**config.mk**
```make
export PLATFORM = sky130hd
export DESIGN_NAME = bus_cycle_seq
export DESIGN_NICKNAME = d
export VERILOG_FILES = /design/src/rtl/bus_cyc_pkg.sv /design/src/rtl/bus_cyc_fsm.sv /design/src/rtl/bus_cyc_ale.sv /design/src/rtl/bus_cyc_drive.sv /design/src/rtl/bus_cycle_seq.sv
export SDC_FILE = /design/constraint.sdc
export NUM_CORES = 1
export LEC_CHECK = 0
export BUFFER_PORTS_ARGS = -buffer_cell sky130_fd_sc_hd__clkbuf_2
export CAP_MARGIN = 25
export CORE_MARGIN = 1
export CORE_UTILIZATION = 44
export DETAILED_ROUTE_END_ITERATION = 10
export PLACE_DENSITY = 0.83
export SYNTH_ARGS = -nofsm -noshare
export SYNTH_HDL_FRONTEND = slang
export SYNTH_HIERARCHICAL = 1
export SYNTH_SLANG_ARGS = --single-unit
export TNS_END_PERCENT = 100
```
**constraint.sdc**
```tcl
create_clock -name clk -period 2 [get_ports clk]
set_clock_uncertainty 0.1 [all_clocks]
set_input_delay 0.3 -clock clk [delete_from_list [all_inputs] [get_ports clk]]
set_output_delay 0.3 -clock clk [all_outputs]
set_load 0.02 [all_outputs]
```
**src/rtl/bus_cyc_pkg.sv**
```systemverilog
package bus_cyc_pkg;

  typedef enum logic [2:0] {
    K_FETCH = 3'd0,
    K_MRD   = 3'd1,
    K_MWR   = 3'd2,
    K_IORD  = 3'd3,
    K_IOWR  = 3'd4
  } kind_e;

  typedef enum logic [2:0] {
    TS_IDLE = 3'd0,
    TS_1    = 3'd1,
    TS_2    = 3'd2,
    TS_3    = 3'd3,
    TS_4    = 3'd4,
    TS_5    = 3'd5,
    TS_6    = 3'd6
  } tstate_e;

  function automatic logic kind_valid(input logic [2:0] k);
    return k <= 3'd4;
  endfunction

  function automatic logic kind_io(input logic [2:0] k);
    return (k == K_IORD) || (k == K_IOWR);
  endfunction

  function automatic logic kind_wr(input logic [2:0] k);
    return (k == K_MWR) || (k == K_IOWR);
  endfunction

  function automatic logic kind_rd(input logic [2:0] k);
    return (k == K_FETCH) || (k == K_MRD) || (k == K_IORD);
  endfunction

endpackage

```
**src/rtl/bus_cyc_fsm.sv**
```systemverilog
module bus_cyc_fsm
  import bus_cyc_pkg::*;
(
  input  logic          clk,
  input  logic          rst_n,
  input  logic          req_valid,
  input  logic [2:0]    req_kind,
  input  logic          req_long,
  output tstate_e       state_o,
  output tstate_e       nxt_o,
  output logic          accept_o,
  output logic [2:0]    kind_o,
  output logic          done_o
);

  tstate_e     state_q, state_d;
  logic [2:0]  kind_q;
  logic        long_q;
  logic        done_q;
  logic        last_c;
  logic        accept_c;

  always_comb begin
    state_d  = state_q;
    last_c   = 1'b0;
    accept_c = 1'b0;
    case (state_q)
      TS_IDLE: begin
        if (req_valid && kind_valid(req_kind)) begin
          state_d  = TS_1;
          accept_c = 1'b1;
        end
      end
      TS_1: state_d = TS_2;
      TS_2: state_d = TS_3;
      TS_3: begin
        if (kind_q == K_FETCH) begin
          state_d = TS_4;
        end else begin
          state_d = TS_IDLE;
          last_c  = 1'b1;
        end
      end
      TS_4: begin
        if (long_q) begin
          state_d = TS_5;
        end else begin
          state_d = TS_IDLE;
          last_c  = 1'b1;
        end
      end
      TS_5: state_d = TS_6;
      TS_6: begin
        state_d = TS_IDLE;
        last_c  = 1'b1;
      end
      default: state_d = TS_IDLE;
    endcase
  end

  always_ff @(negedge clk or negedge rst_n) begin
    if (!rst_n) begin
      state_q <= TS_IDLE;
      kind_q  <= 3'd0;
      long_q  <= 1'b0;
      done_q  <= 1'b0;
    end else begin
      state_q <= state_d;
      done_q  <= last_c;
      if (accept_c) begin
        kind_q <= req_kind;
        long_q <= req_long;
      end
    end
  end

  assign state_o  = state_q;
  assign nxt_o    = state_d;
  assign accept_o = accept_c;
  assign kind_o   = kind_q;
  assign done_o   = done_q;

  // the end pulse never lasts two clocks
  a_r10_done_single: assert property (@(negedge clk) disable iff (!rst_n)
    done_q |=> !done_q);

  // a running cycle is never restarted
  a_r1_no_restart: assert property (@(negedge clk) disable iff (!rst_n)
    (state_q != TS_IDLE) |=> (state_q != TS_1) || ($past(state_q) == TS_IDLE));

endmodule

```
**src/rtl/bus_cyc_ale.sv**
```systemverilog
module bus_cyc_ale (
  input  logic clk,
  input  logic rst_n,
  input  logic in_t1,
  input  logic rd_n,
  input  logic wr_n,
  output logic ale
);

  logic mid_q;

  always_ff @(posedge clk or negedge rst_n) begin
    if (!rst_n) begin
      mid_q <= 1'b0;
    end else begin
      mid_q <= in_t1;
    end
  end

  assign ale = in_t1 & ~mid_q;

  // the strobe covers only the first half of T1
  a_r3_ale_half: assert property (@(posedge clk) disable iff (!rst_n)
    ale |=> !ale);

  // the strobe never overlaps a data strobe
  a_r3_ale_no_overlap: assert property (@(posedge clk) disable iff (!rst_n)
    ale |-> (rd_n && wr_n));

endmodule

```
**src/rtl/bus_cyc_drive.sv**
```systemverilog
module bus_cyc_drive
  import bus_cyc_pkg::*;
#(
  parameter int DW = 8,
  localparam int AW = 2 * DW
) (
  input  logic          clk,
  input  logic          rst_n,
  input  logic          accept,
  input  logic [2:0]    req_kind,
  input  logic [AW-1:0] req_addr,
  input  logic [DW-1:0] req_wdata,
  input  tstate_e       state,
  input  tstate_e       nxt,
  input  logic [2:0]    kind_q,
  input  logic [DW-1:0] ad_i,
  output logic [DW-1:0] ad_o,
  output logic          ad_oe,
  output logic [DW-1:0] addr_hi,
  output logic          rd_n,
  output logic          wr_n,
  output logic          io_m,
  output logic          s1,
  output logic          s0,
  output logic [DW-1:0] rdata
);

  logic [DW-1:0] ad_o_q, ad_o_d;
  logic          oe_q, oe_d;
  logic [DW-1:0] hi_q, hi_d;
  logic [DW-1:0] wdata_q, wdata_d;
  logic          rd_n_q, rd_n_d;
  logic          wr_n_q, wr_n_d;
  logic          io_q, io_d;
  logic          s1_q, s1_d;
  logic          s0_q, s0_d;
  logic [DW-1:0] rdata_q, rdata_d;
  logic [2:0]    kind_sel;
  logic          in_data;

  always_comb begin
    kind_sel = accept ? req_kind : kind_q;
    in_data  = (nxt == TS_2) || (nxt == TS_3);

    hi_d    = hi_q;
    wdata_d = wdata_q;
    io_d    = io_q;
    s1_d    = s1_q;
    s0_d    = s0_q;
    ad_o_d  = wdata_q;
    if (accept) begin
      io_d    = kind_io(req_kind);
      s1_d    = kind_rd(req_kind);
      s0_d    = (req_kind == K_FETCH) || kind_wr(req_kind);
      hi_d    = kind_io(req_kind) ? req_addr[DW-1:0] : req_addr[AW-1:DW];
      wdata_d = req_wdata;
      ad_o_d  = req_addr[DW-1:0];
    end

    oe_d   = accept || (kind_wr(kind_sel) && in_data);
    rd_n_d = !((nxt == TS_2) && kind_rd(kind_sel));
    wr_n_d = !((nxt == TS_2) && kind_wr(kind_sel));

    rdata_d = rdata_q;
    if ((state == TS_2) && kind_rd(kind_q)) begin
      rdata_d = ad_i;
    end
  end

  always_ff @(negedge clk or negedge rst_n) begin
    if (!rst_n) begin
      ad_o_q  <= '0;
      oe_q    <= 1'b0;
      hi_q    <= '0;
      wdata_q <= '0;
      rd_n_q  <= 1'b1;
      wr_n_q  <= 1'b1;
      io_q    <= 1'b0;
      s1_q    <= 1'b0;
      s0_q    <= 1'b0;
      rdata_q <= '0;
    end else begin
      ad_o_q  <= ad_o_d;
      oe_q    <= oe_d;
      hi_q    <= hi_d;
      wdata_q <= wdata_d;
      rd_n_q  <= rd_n_d;
      wr_n_q  <= wr_n_d;
      io_q    <= io_d;
      s1_q    <= s1_d;
      s0_q    <= s0_d;
      rdata_q <= rdata_d;
    end
  end

  assign ad_o    = ad_o_q;
  assign ad_oe   = oe_q;
  assign addr_hi = hi_q;
  assign rd_n    = rd_n_q;
  assign wr_n    = wr_n_q;
  assign io_m    = io_q;
  assign s1      = s1_q;
  assign s0      = s0_q;
  assign rdata   = rdata_q;

  // read strobe low for a single T-state
  a_r6_rd_one_state: assert property (@(negedge clk) disable iff (!rst_n)
    !rd_n_q |=> rd_n_q);

  // write strobe low for a single T-state
  a_r7_wr_one_state: assert property (@(negedge clk) disable iff (!rst_n)
    !wr_n_q |=> wr_n_q);

  // write data stays driven through the state after the strobe
  a_r7_hold_after_wr: assert property (@(negedge clk) disable iff (!rst_n)
    !wr_n_q |=> oe_q);

  // no bus drive while memory answers a read
  a_r8_float_on_read: assert property (@(negedge clk) disable iff (!rst_n)
    !rd_n_q |-> !oe_q);

  // strobes are exclusive
  a_r6_strobe_excl: assert property (@(negedge clk) disable iff (!rst_n)
    rd_n_q || wr_n_q);

endmodule

```
**src/rtl/bus_cycle_seq.sv**
```systemverilog
module bus_cycle_seq
  import bus_cyc_pkg::*;
(
  input  logic        clk,
  input  logic        rst_n,
  input  logic        req_valid,
  input  logic [2:0]  req_kind,
  input  logic [15:0] req_addr,
  input  logic [7:0]  req_wdata,
  input  logic        req_long,
  input  logic [7:0]  ad_i,
  output logic [7:0]  ad_o,
  output logic        ad_oe,
  output logic [7:0]  addr_hi,
  output logic        ale,
  output logic        rd_n,
  output logic        wr_n,
  output logic        io_m,
  output logic        s1,
  output logic        s0,
  output logic [7:0]  rdata,
  output logic        done
);

  localparam int DW = 8;

  tstate_e    state, nxt;
  logic       accept;
  logic [2:0] kind_q;

  bus_cyc_fsm u_fsm (
    .clk       (clk),
    .rst_n     (rst_n),
    .req_valid (req_valid),
    .req_kind  (req_kind),
    .req_long  (req_long),
    .state_o   (state),
    .nxt_o     (nxt),
    .accept_o  (accept),
    .kind_o    (kind_q),
    .done_o    (done)
  );

  bus_cyc_drive #(.DW(DW)) u_drive (
    .clk       (clk),
    .rst_n     (rst_n),
    .accept    (accept),
    .req_kind  (req_kind),
    .req_addr  (req_addr),
    .req_wdata (req_wdata),
    .state     (state),
    .nxt       (nxt),
    .kind_q    (kind_q),
    .ad_i      (ad_i),
    .ad_o      (ad_o),
    .ad_oe     (ad_oe),
    .addr_hi   (addr_hi),
    .rd_n      (rd_n),
    .wr_n      (wr_n),
    .io_m      (io_m),
    .s1        (s1),
    .s0        (s0),
    .rdata     (rdata)
  );

  bus_cyc_ale u_ale (
    .clk   (clk),
    .rst_n (rst_n),
    .in_t1 (state == TS_1),
    .rd_n  (rd_n),
    .wr_n  (wr_n),
    .ale   (ale)
  );

endmodule

```
==> impl_metrics.csv <==
group,metric,value,unit
status,status,"finished, violations left",
status,violations,"setup timing",
power_and_ir_drop,clkPwrFrac,11.6,%
clock_tree,clkTransAtPathRegs,0.09,ns
power_and_ir_drop,netSwitchingFraction,40.0,%
power_and_ir_drop,combPwrFrac,57.5,%
route,drtAntennaViolNets,0,
critical_path,crit_chain,"nor3b_4 -> nor2b_4 -> buf_8",
final_layout,final_common_cell,"dfrtn_1",
timing,slew_viol_final,0,
yosys,syn-mean-instance-area,10.9,um2
timing,whs,0.110,ns
clock_tree,h-tree-depth,2,
power_and_ir_drop,ir_drop,1.04,mV
floorplanning,die_h,69.9,um
critical_path,startpoint,"u_fsm/state_o[0]",
critical_path,crit_path_end_kind,"primary output",
floorplanning,pin_count,71,
grt,grt_usage,28.7,%
route,num_vias,2176,
critical_path,cp.arrival,2.25,ns
critical_path,crit_fanout,2,
yosys,synthesis.yosys.warnings,6,
clock_tree,cts_tree,"yes",
critical_path,r2r_end,"u_drive/wr_n",
clock_tree,numCtsBuffers,5,
critical_path,critPathKind,"reg -> out",
clock_tree,cts.sinks,47,
timing,hold_viol,0,
route,drc,0,
critical_path,slowest_delay,0.43,ns
final_layout,syn_to_final_growth,91.2,%
clock_tree,clockBufferDepth,2,
yosys,async_flop_share,100,%
timing,setup_viol,65,
route,vias_per_cell,5.91,
clock_tree,holdBufCountCts,0,
yosys,synth_edf_count,0,
yosys,ys.flop_type,"dfrtn_1",
timing,relSlewSlack,64.8,%
place,dpl.hpwl,3.36,mm
floorplanning,rows,24,
floorplanning,core_area,4380,um2
yosys,synth_seq_cells,47,
critical_path,ff2ff_path_depth,8,
power_and_ir_drop,switchingPower,2.43,mW
final_layout,layout_common_cells,"dfrtn_1 (44), clkbuf_8 (35), clkbuf_2 (35)",
clock_tree,cts_root_buf,"clkbuf_8",
place,globalplace.congestion,0.794,
grt,gr-total-overflow,0,
floorplanning,die_w,69.9,um
critical_path,worst_ep_required_time,1.60,ns
flow_run,cap_viol_max_count,0,
yosys,syn_inst,187,
power_and_ir_drop,internal_power,3.63,mW
timing,setup_ws,-0.645,ns
grt,antenna_found_initial,0,
critical_path,r2r_setup_slack,0.03,ns
timing,setup_tns,-18.10,ns
power_and_ir_drop,p_leak,1.83,nW
grt,grt_max_degree,22,
yosys,synth.net_count,226,
yosys,synth_seq_area_share,58.1,%
timing,rsz0062_at_grt,"yes",
route,wl_per_cell,24.2,um
route,first_pass_iters,4,
critical_path,critPathLaunchType,"flip-flop",
floorplanning,dieArea,4890,um2
floorplanning,initial_utilization,46.3,%
yosys,syn-cell-area,2030,um2
final_layout,drive_gt1_share,68.7,%
grt,first_global_vias,2088,
min_path,min_path_type,"in -> async",
final_layout,layout.nets,354,
final_layout,diodes,0,
yosys,synth_cell_types,33,
place,io_buffers,70,
grt,grt_pass1_wl,10.7,mm
route,drt-total-wl,8.91,mm
power_and_ir_drop,p_per_area,1560,nW/um2
clock_tree,clock_latency,0.30,ns
critical_path,worst_r2r_startpoint,"u_fsm/state_o[0]",
timing,worstMarginPinSlew,0.528,ns
route,drt_iter0_drc,218,
critical_path,slowest_stage,"dfrtn_1",
power_and_ir_drop,seq_power_share,30.9,%
[kinds of logic (layout without fill, tap and decap cells)]
| logic type | Yosys count | in the layout | share of synthesized area, % |
|---|---|---|---|
| compound gates | 31 | 31 | 9.43 |
| xor+xnor | 1 | 1 | 0.432 |
| buf+inv | 13 | 141 | 2.84 |
| flops | 47 | 47 | 58.1 |
| mux | 14 | 14 | 8.26 |
| simple gates | 81 | 82 | 21.0 |
[per-layer routing]
metal  part of all wire (%)  global-route usage, %
met5                      0                      0
met3                    7.8                   5.19
met2                     50                   49.5
met4                    4.9                   10.2
met1                     38                   36.1
[critical path: cells and delay by family (launching register included)]
family                 cells  cell delay [ns]
flip-flops                 1             0.43
buffers and inverters      1             0.12
AND/OR/NAND/NOR            2             0.41
[per-stage QoR]
stage          cell area (um2)  util [%]  setup WS [ns]  power, mW  cells
5_1_grt                   3880      88.5         -0.689       6.26    368
2_1_floorplan             2040         -         -0.582       2.89    187
3_5_place_dp              2600      59.2         -0.669       3.56    321
6_report                  3880      88.5         -0.645       6.06    368
3_3_place_gp              2600      59.2         -0.627       3.48    321
4_1_cts                   3450      78.8         -0.627       5.26    348
[cells in the mapped netlist (all sizes together) (2+ instances only)]
master,count,area (um2)
inv,6,22.5
nand3,9,45.0
buf,7,35.0
a31oi,9,56.3
a21oi,5,25.0
nor3b,3,32.5
nor2b,3,26.3
nor2,13,48.8
nor3,2,10.0
mux2,13,158
nand2,43,169
o32ai,2,17.5
dfrtn,44,1100
dfstp,2,52.6
o31ai,2,15.0
nor4b,2,47.6
o21ai,11,58.8
[flip-flops by register name, summed over array words and instances (netlist names)]
name,flops
u_ale/mid_q,1
u_drive/ad_o,8
u_drive/ad_oe,1
u_drive/addr_hi,8
u_drive/io_m,1
u_drive/rd_n,1
u_drive/rdata,8
u_drive/s0,1
u_drive/s1,1
u_drive/wdata_q,8
u_drive/wr_n,1
u_fsm/done_o,1
u_fsm/kind_o,3
u_fsm/long_q,1
u_fsm/state_o,3
[power by group through the flow]
| stage | logic [mW] | registers (mW) | clock network, mW |
|---|---|---|---|
| after floorplan | 0.821 | 2.06 | 0.00939 |
| after global placement | 1.80 | 1.66 | 0.00939 |
| after detailed placement | 1.86 | 1.69 | 0.00939 |
| after CTS | 2.79 | 1.79 | 0.684 |
| after global routing | 3.60 | 1.91 | 0.749 |
| final | 3.48 | 1.88 | 0.703 |
[worst max-delay path by stage]
stage | end | slack, ns
after floorplan | u_drive/wr_n | -0.58
after global placement | u_drive/wr_n | -0.63
after detailed placement | u_drive/wr_n | -0.67
after CTS | ale | -0.63
after global routing | ale | -0.69
final | ale | -0.65
[final cells by class]
| type | count | area [um2] |
|---|---|---|
| clock inverters | 3 | 12.5 |
| repair buffers | 125 | 1280 |
| repair inverters | 1 | 11.3 |
| fillers | 155 | 504 |
| well taps | 52 | 65.1 |
| inverters | 5 | 40.0 |
| clock buffers | 7 | 108 |
| flip-flops and latches | 47 | 1180 |
| multi-input cells | 128 | 1180 |
[timing repair]
action | CTS | global route
cloned | 7 | 0
endpoints found under the setup margin | 65 | 65
resized for setup | 129 | 65
pin swaps | 14 | 11
setup buffers | 13 | 22
endpoints found under the hold margin | 0 | 0
No activity file was read; power rests on OpenSTA's default activity.
